`config.mk`:
```
export PLATFORM = sky130hd
export DESIGN_NAME = bcd_to_bin_seq
export DESIGN_NICKNAME = d
export VERILOG_FILES = /design/src/rtl/bcd2bin_pkg.sv /design/src/rtl/bcd_digit_fix.sv /design/src/rtl/bcd_digit_check.sv /design/src/rtl/bcd_rev_step.sv /design/src/rtl/bcd_to_bin_seq.sv
export SDC_FILE = /design/constraint.sdc
export NUM_CORES = 1
export LEC_CHECK = 0
export ABC_AREA = 1
export BUFFER_PORTS_ARGS = -buffer_cell sky130_fd_sc_hd__buf_2
export CORE_MARGIN = 10
export CORE_UTILIZATION = 35
export CTS_CLUSTER_DIAMETER = 150
export DETAILED_ROUTE_END_ITERATION = 8
export PLACE_DENSITY = 0.64
export SYNTH_ARGS = -nofsm -noshare
export SYNTH_HDL_FRONTEND = slang
export SYNTH_SLANG_ARGS = --single-unit
```
`constraint.sdc`:
```
create_clock -name clk -period 1 [get_ports clk]
set_input_delay 0.2 -clock clk [delete_from_list [all_inputs] [get_ports clk]]
set_output_delay 0.2 -clock clk [all_outputs]
set_load 0.02 [all_outputs]
```
`src/rtl/bcd2bin_pkg.sv`:
```
package bcd2bin_pkg;

    typedef enum logic [1:0] {
        ST_IDLE = 2'd0,
        ST_RUN  = 2'd1,
        ST_FIN  = 2'd2
    } conv_state_e;

endpackage

```
`src/rtl/bcd_digit_fix.sv`:
```
module bcd_digit_fix (
    input  logic [3:0] nib_i,
    output logic [3:0] nib_o
);
    always_comb begin
        if (nib_i >= 4'd8) nib_o = nib_i - 4'd3;
        else               nib_o = nib_i;
    end
endmodule

```
`src/rtl/bcd_digit_check.sv`:
```
module bcd_digit_check #(
    parameter int DIGITS = 3
) (
    input  logic [4*DIGITS-1:0] bcd_i,
    output logic                all_ok_o
);
    logic [DIGITS-1:0] ok_vec;

    for (genvar k = 0; k < DIGITS; k++) begin : g_dig
        assign ok_vec[k] = (bcd_i[4*k +: 4] <= 4'd9);
    end

    assign all_ok_o = &ok_vec;
endmodule

```
`src/rtl/bcd_rev_step.sv`:
```
module bcd_rev_step #(
    parameter int DIGITS = 3,
    parameter int BIN_W  = 10
) (
    input  logic [4*DIGITS-1:0] bcd_i,
    input  logic [BIN_W-1:0]    bin_i,
    output logic [4*DIGITS-1:0] bcd_o,
    output logic [BIN_W-1:0]    bin_o
);
    localparam int BCD_W = 4 * DIGITS;
    localparam int CAT_W = BCD_W + BIN_W;

    logic [CAT_W-1:0] shifted;
    logic [BCD_W-1:0] bcd_sh;

    assign shifted = {bcd_i, bin_i} >> 1;
    assign bcd_sh  = shifted[CAT_W-1:BIN_W];
    assign bin_o   = shifted[BIN_W-1:0];

    for (genvar k = 0; k < DIGITS; k++) begin : g_fix
        bcd_digit_fix u_fix (
            .nib_i (bcd_sh[4*k +: 4]),
            .nib_o (bcd_o[4*k +: 4])
        );
    end
endmodule

```
`src/rtl/bcd_to_bin_seq.sv`:
```
module bcd_to_bin_seq #(
    parameter  int DIGITS = 3,
    localparam int BIN_W  = $clog2(10 ** DIGITS)
) (
    input  logic                clk,
    input  logic                rst,
    input  logic                start_i,
    input  logic [4*DIGITS-1:0] bcd_i,
    output logic                busy_o,
    output logic                done_o,
    output logic                bad_o,
    output logic [BIN_W-1:0]    bin_o
);
    import bcd2bin_pkg::*;

    localparam int BCD_W = 4 * DIGITS;
    localparam int CNT_W = (BIN_W > 1) ? $clog2(BIN_W) : 1;
    localparam logic [CNT_W-1:0] LAST_STEP = CNT_W'(BIN_W - 1);

    typedef struct packed {
        conv_state_e      state;
        logic [CNT_W-1:0] cnt;
        logic [BCD_W-1:0] work_bcd;
        logic [BIN_W-1:0] work_bin;
        logic             bad;
        logic             done;
        logic             bad_out;
        logic [BIN_W-1:0] result;
    } conv_regs_t;

    conv_regs_t r_d, r_q;

    logic             in_ok;
    logic             work_ok;
    logic [BCD_W-1:0] step_bcd;
    logic [BIN_W-1:0] step_bin;

    bcd_digit_check #(.DIGITS(DIGITS)) u_in_chk (
        .bcd_i    (bcd_i),
        .all_ok_o (in_ok)
    );

    bcd_digit_check #(.DIGITS(DIGITS)) u_work_chk (
        .bcd_i    (r_q.work_bcd),
        .all_ok_o (work_ok)
    );

    bcd_rev_step #(.DIGITS(DIGITS), .BIN_W(BIN_W)) u_step (
        .bcd_i (r_q.work_bcd),
        .bin_i (r_q.work_bin),
        .bcd_o (step_bcd),
        .bin_o (step_bin)
    );

    always_comb begin
        r_d         = r_q;
        r_d.done    = 1'b0;
        r_d.bad_out = 1'b0;
        case (r_q.state)
            ST_IDLE: begin
                if (start_i) begin
                    r_d.work_bcd = bcd_i;
                    r_d.work_bin = '0;
                    r_d.bad      = ~in_ok;
                    r_d.cnt      = '0;
                    r_d.state    = ST_RUN;
                end
            end
            ST_RUN: begin
                r_d.work_bcd = step_bcd;
                r_d.work_bin = step_bin;
                r_d.cnt      = r_q.cnt + 1'b1;
                if (r_q.cnt == LAST_STEP) r_d.state = ST_FIN;
            end
            ST_FIN: begin
                r_d.result  = r_q.work_bin;
                r_d.bad_out = r_q.bad;
                r_d.done    = 1'b1;
                r_d.state   = ST_IDLE;
            end
            default: r_d.state = ST_IDLE;
        endcase
    end

    always_ff @(posedge clk) begin
        if (rst) begin
            r_q <= '{state: ST_IDLE, default: '0};
        end else begin
            r_q <= r_d;
        end
    end

    assign busy_o = (r_q.state != ST_IDLE);
    assign done_o = r_q.done;
    assign bad_o  = r_q.bad_out;
    assign bin_o  = r_q.result;


    done_pulse_chk: assert property (@(posedge clk) disable iff (rst)
        done_o |=> !done_o);


    done_idle_chk: assert property (@(posedge clk) disable iff (rst)
        done_o |-> !busy_o);


    accept_chk: assert property (@(posedge clk) disable iff (rst)
        (start_i && !busy_o) |=> busy_o);


    step_count_chk: assert property (@(posedge clk) disable iff (rst)
        (r_q.state == ST_RUN && r_q.cnt != LAST_STEP)
            |=> (r_q.cnt == CNT_W'($past(r_q.cnt) + 1'b1)));


    digit_range_chk: assert property (@(posedge clk) disable iff (rst)
        (r_q.state == ST_RUN && !r_q.bad) |-> work_ok);


    bad_with_done_chk: assert property (@(posedge clk) disable iff (rst)
        bad_o |-> done_o);


    hold_result_chk: assert property (@(posedge clk) disable iff (rst)
        !$stable(bin_o) |-> done_o);

endmodule

```
After elaboration in Yosys (flattened, before gate mapping)
Cells that the tools add are included.

storage, ports and cells
  word-level logic and storage cells = 41
  input port bits = 15
  output and inout port bits = 13
  bits in registers = 41

operators by class
  equal/unequal tests = 5
  add/sub/neg operators = 4
  multiplexer cells = 8
  reductions and logical operators = 8
  order comparisons = 6
  bitwise operators = 2

operators by type and width
  cell                   number
  $pmux W26 S2           1
  $mux W29               1
  $le A4 B4 Y1 const B   3
  $mux W12               1
  $mux W4                3
  $ge A4 B4 Y1 const B   2
  $sub A4 B2 Y4 const B  2
  $reduce_and A2 Y1      3
  $add A4 B1 Y4 const B  1
  $eq A4 B4 Y1 const B   1
  $ge A3 B4 Y1 const B   1
  $ne A2 B2 Y1 const B   2
  $pmux W2 S2            1
  $reduce_bool A2 Y1     2
  $sub A3 B2 Y4 const B  1
  $reduce_and A3 Y1      1
  $eq A2 B1 Y1 const B   1
  $eq A2 B2 Y1 const B   1
  $logic_not A2 Y1       1
  $mux W2                1
  $not A1 Y1             2
  $reduce_or A2 Y1       1

Depth between registers and ports, before layout
Gate-level depths: netlist of the first run.

  depth after elaboration = 5
  depth in mapped cells = 8
  gate-level depth less buffers = 8

By module
Synthesis of the first run repeated with hierarchy kept, for this count alone.

second synthesis, totals
  cells, all modules = 326
  area, all modules = 2172.1 um2

by module, submodules not included
  module           instances  area an instance (um2)  cells each  sequential area each (um2)
  bcd_to_bin_seq   1          1801.7                  262         820.8
  bcd_digit_fix    3          88.8                    16          0.0
  bcd_rev_step     1          78.8                    11          0.0
  bcd_digit_check  1          25.0                    5           0.0

Least setup slack after synthesis of the first run
Ideal clock, no wire load.

  kind = register to register
  from = register r_q[28] (netlist name)
  to = register r_q[28] (netlist name)
  setup time = 0.109 ns
  data arrival time = 0.975 ns
  cell stages (with the launch flop) = 9
  data required time = 0.891 ns
  path buffers = 0
  path slack = -0.084 ns
  clock period less this slack = 1.084 ns
  path through = dfxtp_1 -> inv_1 -> ha_1 -> nand2_1 -> nand2_1 -> nand2_1 -> nand3_2 -> nand2_1 -> inv_1

on the way
  word-level cells in the longest chain between the ends = 3
  elaborated cells between the ends (all ways) = 4
  classes of those cells = 1 x add/sub; 1 x order compare; 2 x mux

RTL lines
  element                                               RTL line              source
  start: declaration                                    bcd_to_bin_seq.sv:31  conv_regs_t r_d, r_q;
  start signal: assignment                              bcd_to_bin_seq.sv:89  r_q <= r_d;
  $sub A4 B2 Y4 / $ge A4 B4 Y1 (equally long branches)  bcd_digit_fix.sv:6    if (nib_i >= 4'd8) nib_o = nib_i - 4'd3;
  $mux W4 *                                             bcd_digit_fix.sv:6
  $pmux W26 S2 *                                        bcd_to_bin_seq.sv:59  case (r_q.state)

Mark *: on every way between the ends. The rest lies on a longest branch, timed or not.
A chain may end at the register's enable or synchronous reset.

Worst setup path in the final report of the first run
  from = register r_q[40] (netlist name)
  to = output busy_o

on the way
  word-level cells in the longest chain between the ends = 1

RTL lines
  element             RTL line              source
  $reduce_bool A2 Y1  bcd_to_bin_seq.sv:93  assign busy_o = (r_q.state != ST_IDLE);
  end: declaration    bcd_to_bin_seq.sv:9   output logic busy_o,

No other way between the ends.

==> results of run 1 <==
==> state kept, by name (all words and copies together), names as in the netlist <==
| signal | count |
|---|---|
| r_q | 29 |
| done_o | 1 |
| bad_o | 1 |
| bin_o | 10 |
==> kinds of logic (layout without fill, tap and decap cells) <==
family                     Yosys count  after routing  synth area share [%]
DFF                                 41             41                  40.2
AOI/OAI and AO/OA                   47             47                  13.2
and+or+nand+nor                    140            140                  29.4
adders and majority gates            6              6                  3.68
buffers and inverters               46             94                  13.5
==> worst paths after layout <==
kind	end	slack, ps	cells after the start
max	busy_o	-200	4
min reg2reg	r_q[35]	460	1
min	r_q[30]	170	3
max reg2reg	r_q[12]	-180	6
==> worst register-to-register path, delay by kind of cell (launching register included) <==
kind | cells | cell delay, ps
simple gates | 5 | 580
flops | 1 | 330
buf+inv | 1 | 160
==> where the power goes <==
group / leakage [nW] / internal [mW] / switching, mW
clock: 0.0433 / 0.546 / 0.570
combinational: 0.927 / 0.318 / 0.369
sequential: 0.340 / 1.69 / 0.0546
total: 1.31 / 2.55 / 0.994
==> layout make-up <==
cell class / instances / area share [%]
repair buffers: 65 / 18.7
clock inverters: 1 / 0.271
clock buffers: 6 / 2.98
flip-flops and latches: 41 / 30.3
well taps: 72 / 3.25
inverters: 22 / 3.07
multi-input cells: 193 / 41.4
==> synthesized netlist by cell type (all sizes together) <==
cell type	number
and3	1
nand2	77
clkbuf	3
ha	6
nor2	43
dfxtp	41
nand3	18
inv	22
o21ai	24
nand3b	1
a21oi	23
buf	21
==> metal layers <==
metal / track usage [%] / vias up
met4: 5.08 / 0
met3: 2.80 / 6
met1: 14.4 / 851
met5: 0 / -
li1: - / 962
met2: 18.5 / 34
==> stage by stage <==
stage                     setup TNS [ps]  instances  cell area, µm²  hold WS (ps)  util, %
after floorplan                    -67.2        280            2050           342        -
after global placement             -2840        389            2360           450     42.3
after detailed placement           -4360        389            2360           454     42.3
after CTS                          -3850        399            2550           159     45.7
after global routing               -7450        400            2780           168     49.8
final                              -4700        400            2780           169     49.8
==> timing repair <==
action	CTS	global route
pin swaps	5	13
cloned	2	0
endpoints found under the setup margin	41	54
gates resized for setup	19	73
buffers inserted	1	1
==> run summary, run 1 <==
status = finished, violations left
violated checks = setup timing
Die X = 96.4 µm
vias in the first global route = 1797
filler instances = 567
relative slew slack = 82.2%
total die area = 9290 µm²
initial core utilization = 36.6%
unrepaired setup endpoints after global routing = true
routed length on met1 = 2.33 mm
Clock Latency Late Sink = 290 ps
Synth cell types = 23
Die H = 96.4 µm
Max IR drop VDD = 0.709 mV
Hold Crit Class = input pin to flip-flop
most common cell after layout, fill and taps aside = nand2_1
met3 routed WL = 226 µm
Nets = 349
port buffer count = 27
H-tree levels = 2
worst slew pin tran = 264 ps
WP buf/inv = 3
Sequential Area = 842 µm²
clk root buf = clkbuf_8
GR Overflow Total = 0
Clock Tree Buf Depth = 2
via/cell ratio = 4.63
PD cells = 1280 nW/µm²
Final setup viols = 39
largest net degree at the start of global routing = 23
detailed router's first-iteration violation count = 105
area occupied by multi-input gates = 1150 µm²
RR Startpoint = r_q[40]
Synth warnings = 0
Syn Nets = 301
Hold Startpoint = bcd_i[7]
I/O pin count = 28
post-DP HPWL = 3.54 mm
Reg clk slew, reported paths = 80 ps
critical path data required time = 800 ps
final setup margin = -197 ps
Final Skew = 5.30 ps
Via Count = 1853
Cell Chain, Critical Path = buf_6 > nor2_4 > inv_2 > buf_6
antenna violations before repair = 0
Yosys top cell by area = dfxtp_1
share of layout cells above drive strength 1 = 46.0%
Top Family by Delay on Critical Path = flip-flops
kind of critical path = flip-flop to output port
Crit Path Max Fanout = 2
CP dominant cell by count = buf_6
clock sink count = 41
fin crit share = 120%
antenna viol nets, final = 0
syn_area_per_cell = 7.29 µm²
Synth Register Bits = 41
Setup crit start kind = flip-flop
commonest non-fill, non-tap cells in the layout = nand2_1, buf_4, nor2_1, dfxtp_1, a21oi_2
DR WL/cell = 13.0 µm
CTS tree = yes
Synth Cell Area = 2040 µm²
Core ar. = 5570 µm²
total power = 3.55 mW
Syn Inst Count = 280
hold_buf cts = 0
CP endpoint kind = output port
Yosys top cell area share = 40.2%
uppermost layer routed = met4
crit path DAT = 1000 ps
CTS Buf Count = 5
minimum clock period = 1200 ps
Routed WL = 5.19 mm
first drt pass iteration count = 4
final hold vios = 0
Layout Area Growth over Synthesis = 36.0%
first-pass GRT wire length = 8.40 mm
Crit path largest cell delay = 330 ps
# rows = 27
metal2 WL = 2.54 mm
Placement Setup Slack = -182 ps
CP max-delay cell = dfxtp_2
Worst Setup SP = r_q[40]
routability congestion estimate = 0.849
Leakage = 1.31 nW
Tot GR Track Use = 11.5%
Max Clk Rate = 0.835 GHz
antenna fix cells = 0
max-slew violation count = 0
synth top area cells = dfxtp_1, nand2_1, nor2_1
max-cap violation count = 0
post-synthesis sequential area ratio = 40.2%
# DRC = 0
(Power assumes the default switching activity.)
==> run 2, diff against run 1 <==
--- a/config.mk
+++ b/config.mk
@@ -14,4 +14,5 @@
 export PLACE_DENSITY = 0.64
 export SYNTH_ARGS = -nofsm -noshare
 export SYNTH_HDL_FRONTEND = slang
+export SYNTH_HIERARCHICAL = 1
 export SYNTH_SLANG_ARGS = --single-unit
==> run summary, run 2 <==
largest net degree at the start of global routing = 27
final setup margin = -200 ps
met3 routed WL = 133 µm
GR Overflow Total = 0
synth top area cells = dfxtp_1, nand2_1, nor2_1
uppermost layer routed = met4
Nets = 382
number of flip-flops in the largest register = 29
Hold Startpoint = rst
routability congestion estimate = 0.793
first-pass GRT wire length = 8.25 mm
H-tree levels = 2
initial core utilization = 36.5%
Die X = 98.8 µm
status = finished, violations left
Die H = 98.8 µm
Max Clk Rate = 0.833 GHz
I/O pin count = 28
kind of critical path = flip-flop to flip-flop
Syn Inst Count = 326
CP max-delay cell = dfxtp_2
Final Skew = 13.1 ps
first drt pass iteration count = 4
final hold vios = 0
clock sink count = 41
critical path data required time = 1240 ps
Core ar. = 5960 µm²
unrepaired setup endpoints after global routing = true
metal2 WL = 2.60 mm
Max IR drop VDD = 1.06 mV
Synth Cell Area = 2170 µm²
Synth warnings = 6
routed length on met1 = 2.32 mm
RR Startpoint = r_q[40]
Setup crit start kind = flip-flop
setup slack, reg-to-reg = -200 ps
antenna viol nets, final = 0
Tot GR Track Use = 9.92%
share of layout cells above drive strength 1 = 34.7%
Hold Path Depth = 4
max-cap violation count = 0
Via Count = 1981
# DRC = 0
vias in the first global route = 1862
Synth top cells by count = nand2_1, nor2_1, dfxtp_1, inv_1
Crit Path Max Fanout = 7
commonest non-fill, non-tap cells in the layout = nand2_1, nor2_1, dfxtp_1, inv_1, buf_4
PD cells = 1380 nW/µm²
Top reg by flops = r_q
number of synthesized flops with an enable pin = 0
Final Util = 48.4%
Hold Slack = 226 ps
max-slew violation count = 0
r2r endpoint = r_q[17]
clk root buf = clkbuf_8
fin crit share = 120%
CTS tree = yes
Hold Crit Endpoint = r_q[12]
syn_area_per_cell = 6.66 µm²
port buffer count = 27
FF-to-FF path depth = 7
count leader, synth = nand2_1
Hold Crit Class = input pin to flip-flop
commonest register cell after synthesis = dfxtp_1
Layout Area Growth over Synthesis = 32.7%
Yosys top cell area share = 37.8%
Routed WL = 5.11 mm
Synth cell types = 22
CP dominant cell by count = buf_6
detailed router's first-iteration violation count = 115
Cell Chain, Critical Path = inv_4 > buf_6 > buf_6 > o21ai_4 > clkbuf_16 > nand2_4 > a21oi_2
asr flop ratio synth = 0%
antenna fix cells = 0
DR WL/cell = 11.8 µm
violated checks = setup timing
Reg clk slew, reported paths = 90 ps
# rows = 28
most common cell after layout, fill and taps aside = nand2_1
post-synthesis sequential area ratio = 37.8%
via/cell ratio = 4.55
minimum clock period = 1200 ps
CP endpoint kind = flip-flop
Clock Latency Late Sink = 300 ps
Clock Tree Buf Depth = 2
Final setup viols = 31
post-DP HPWL = 3.25 mm
CTS Buf Count = 5
Yosys top cell by area = dfxtp_1
Crit path largest cell delay = 360 ps
Synth Register Bits = 41
total die area = 9760 µm²
antenna violations before repair = 0
Leakage = 1.42 nW
crit path DAT = 1440 ps
-- run 2: how the worst max path moves through the flow --
stage             from  cells after the start  slack (ps)  endpoint
2_1_floorplan  r_q[29]                      8         -80   r_q[28]
3_3_place_gp   r_q[25]                      8        -100   r_q[24]
3_5_place_dp   r_q[24]                      8        -130   r_q[24]
4_1_cts        r_q[40]                      4        -180    busy_o
5_1_grt        r_q[40]                      7        -240   r_q[17]
6_report       r_q[40]                      7        -200   r_q[17]
-- run 2: cells by family after synthesis --
| family | synth area share, % |
|---|---|
| flops | 37.8 |
| buf+inv | 15.8 |
| other cells | 0.173 |
| simple gates | 29.0 |
| xor+xnor | 1.21 |
| compound gates | 11.5 |
| fa+ha+maj | 4.61 |
-- run 2: metal layers --
metal / track usage [%] / vias to the layer above
met2: 17.1 / 22
li1: - / 1040
met3: 2.72 / 7
met4: 2.65 / 0
met5: 0 / -
met1: 11.8 / 912
-- run 2: layout make-up --
cell class | count | area (µm²)
clock buffers | 5 | 68.8
clock inverters | 3 | 46.3
fillers | 616 | 3070
inverters | 33 | 139
multi-input cells | 225 | 1220
flip-flops and latches | 41 | 851
well taps | 75 | 93.8
repair buffers | 53 | 458
-- run 2: worst max-delay path, delay by kind of cell (launching register included) --
kind | cells | cell delay (ps)
AOI/OAI and AO/OA | 2 | 230
DFF | 1 | 360
and+or+nand+nor | 1 | 50
buffers and inverters | 4 | 510
-- run 2: metrics by stage --
| step | setup WS (ps) | instances | power [mW] | area [µm²] | setup TNS (ps) |
|---|---|---|---|---|---|
| after detailed placement | -130 | 419 | 2.44 | 2410 | -827 |
| after CTS | -185 | 434 | 3.92 | 2700 | -3170 |
| after floorplan | -77.6 | 331 | 2.21 | 2210 | -220 |
| final | -200 | 435 | 3.98 | 2880 | -3550 |
| after global routing | -243 | 435 | 4.19 | 2880 | -6250 |
| after global placement | -101 | 419 | 2.43 | 2410 | -599 |
-- run 2: repair_timing --
item / 4_1_cts / 5_1_grt
gates cloned: 3 / 2
hold buffers: 0 / 0
setup buffers: 6 / 2
resized for setup: 40 / 57
pin swaps: 9 / 33
setup endpoints to repair: 45 / 51
-- run 2: power by group --
part           leakage (nW)  internal (mW)  switching (mW)
combinational          1.03          0.380           0.448
clock                0.0543          0.747           0.614
sequential            0.341           1.70          0.0892
==> run 3, diff against run 2 <==
--- a/config.mk
+++ b/config.mk
@@ -11,7 +11,7 @@
 export CORE_UTILIZATION = 35
 export CTS_CLUSTER_DIAMETER = 150
 export DETAILED_ROUTE_END_ITERATION = 8
-export PLACE_DENSITY = 0.64
+export PLACE_DENSITY = 0.62
 export SYNTH_ARGS = -nofsm -noshare
 export SYNTH_HDL_FRONTEND = slang
 export SYNTH_HIERARCHICAL = 1
==> constraint.sdc (replaced) <==
create_clock -name clk -period 1.5 [get_ports clk]
set_input_delay 0.3 -clock clk [delete_from_list [all_inputs] [get_ports clk]]
set_output_delay 0.3 -clock clk [all_outputs]
set_load 0.02 [all_outputs]
==> run summary, run 3 (synthesis results as in run 2) <==
CTS tree = yes
final hold vios = 0
final setup margin = 184 ps
minimum clock period = 1320 ps
share of layout cells above drive strength 1 = 14.4%
Seq pwr share = 48.3%
clock share of power = 37.3%
Final Skew = 3.45 ps
Final setup viols = 0
Nets = 363
routability congestion estimate = 0.776
Die X = 98.8 µm
first drt pass iteration count = 4
total die area = 9760 µm²
Hold Crit Class = input pin to flip-flop
Sequential Area = 821 µm²
detailed router's first-iteration violation count = 48
Layout Area Growth over Synthesis = 10.3%
clock sink count = 41
Clock Latency Late Sink = 290 ps
Max Clk Rate = 0.760 GHz
clk root buf = clkbuf_8
Clock Tree Buf Depth = 2
critical path data required time = 1200 ps
Crit Path Max Fanout = 5
status = finished clean
Placed Cells = 408
Reg clk slew, reported paths = 80 ps
GR Overflow Total = 0
CP endpoint kind = output port
antenna viol nets, final = 0
Setup crit start kind = flip-flop
Via Count = 1820
max-cap violation count = 0
unrepaired setup endpoints after global routing = false
number of flip-flops in the largest register = 29
CTS Buf Count = 5
crit path DAT = 1020 ps
post-DP HPWL = 3.19 mm
initial core utilization = 36.5%
Max IR drop VDD = 0.624 mV
max-slew violation count = 0
largest net degree at the start of global routing = 30
Int Power = 1.81 mW
DR WL/cell = 10.6 µm
area occupied by multi-input gates = 1030 µm²
total power = 2.45 mW
Post-Route Setup TNS = 0 ps
Comb power frac = 14.4%
Final Util = 40.2%
Finished Layout Cells = 416
filler instances = 658
antenna fix cells = 0
most common cell after layout, fill and taps aside = nand2_1
PD cells = 1020 nW/µm²
setup slack, reg-to-reg = 210 ps
instance area at placement = 2270 µm²
post-route design area = 2400 µm²
# DRC = 0
first-pass GRT wire length = 7.63 mm
port buffer count = 27
I/O pin count = 28
Core ar. = 5960 µm²
Placement Setup Slack = 180 ps
antenna violations before repair = 0
Die H = 98.8 µm
via/cell ratio = 4.38
Hold Slack = 341 ps
vias in the first global route = 1703
commonest non-fill, non-tap cells in the layout = nand2_1, nor2_1, dfxtp_1, inv_1, buf_2
switching part of the total power = 26.1%
fin crit share = 87.8%
# rows = 28
Top reg by flops = r_q
NetSw = 0.640 mW
H-tree levels = 2
kind of critical path = flip-flop to output port
Leakage = 1.23 nW
Routed WL = 4.42 mm
Tot GR Track Use = 9.06%
==> run 3: cell types whose count changed in the layout (fill, tap and decap cells not counted), sizes merged <==
cell | before | now
buf | 52 | 35
nand2 | 97 | 96
clkinv | 1 | 0
==> run 3: final timing paths <==
check	depth (start not counted)	start	endpoint
setup / recovery	3	r_q[40]	busy_o
hold / removal	2	rst	r_q[17]
setup reg to reg	8	r_q[28]	r_q[28]
hold reg to reg	2	r_q[12]	r_q[12]
==> run 3: routing by layer <==
layer / track usage, % / routed length [µm] / vias up
li1: - / - / 998
met1: 11.0 / 2140 / 804
met2: 15.5 / 2160 / 16
met3: 2.23 / 109 / 2
met4: 2.32 / 9 / 0
met5: 0 / 0 / -
==> run 3: timing repair <==
item                                    4_1_cts  5_1_grt
endpoints found under the hold margin         0        0
endpoints found under the setup margin        0        3
resized for setup                             0        1
hold buffers                                  0        0
buffers inserted                              0        0
==> run 3: final cells by class <==
cell class,count,share of cell area [%]
tap,75,3.92
sequential,41,34.3
clock buffer,6,3.45
timing repair buffer,35,8.67
inverter,33,5.17
clock inverter,2,1.57
multi-input combinational,224,43.0
==> run 3: power by group through the flow <==
stage	clock (mW)	sequential [mW]	combinational, mW
finish	0.915	1.18	0.353
detailed placement	0	1.21	0.355
floorplan	0	1.20	0.265
CTS	0.940	1.18	0.358
global placement	0	1.21	0.349
global route	0.992	1.19	0.419
==> run 3: critical path, stage by stage, from the launching register on <==
cell	delay, ps
dfxtp_1	390
inv_2	80
nand2_1	90
buf_2	170
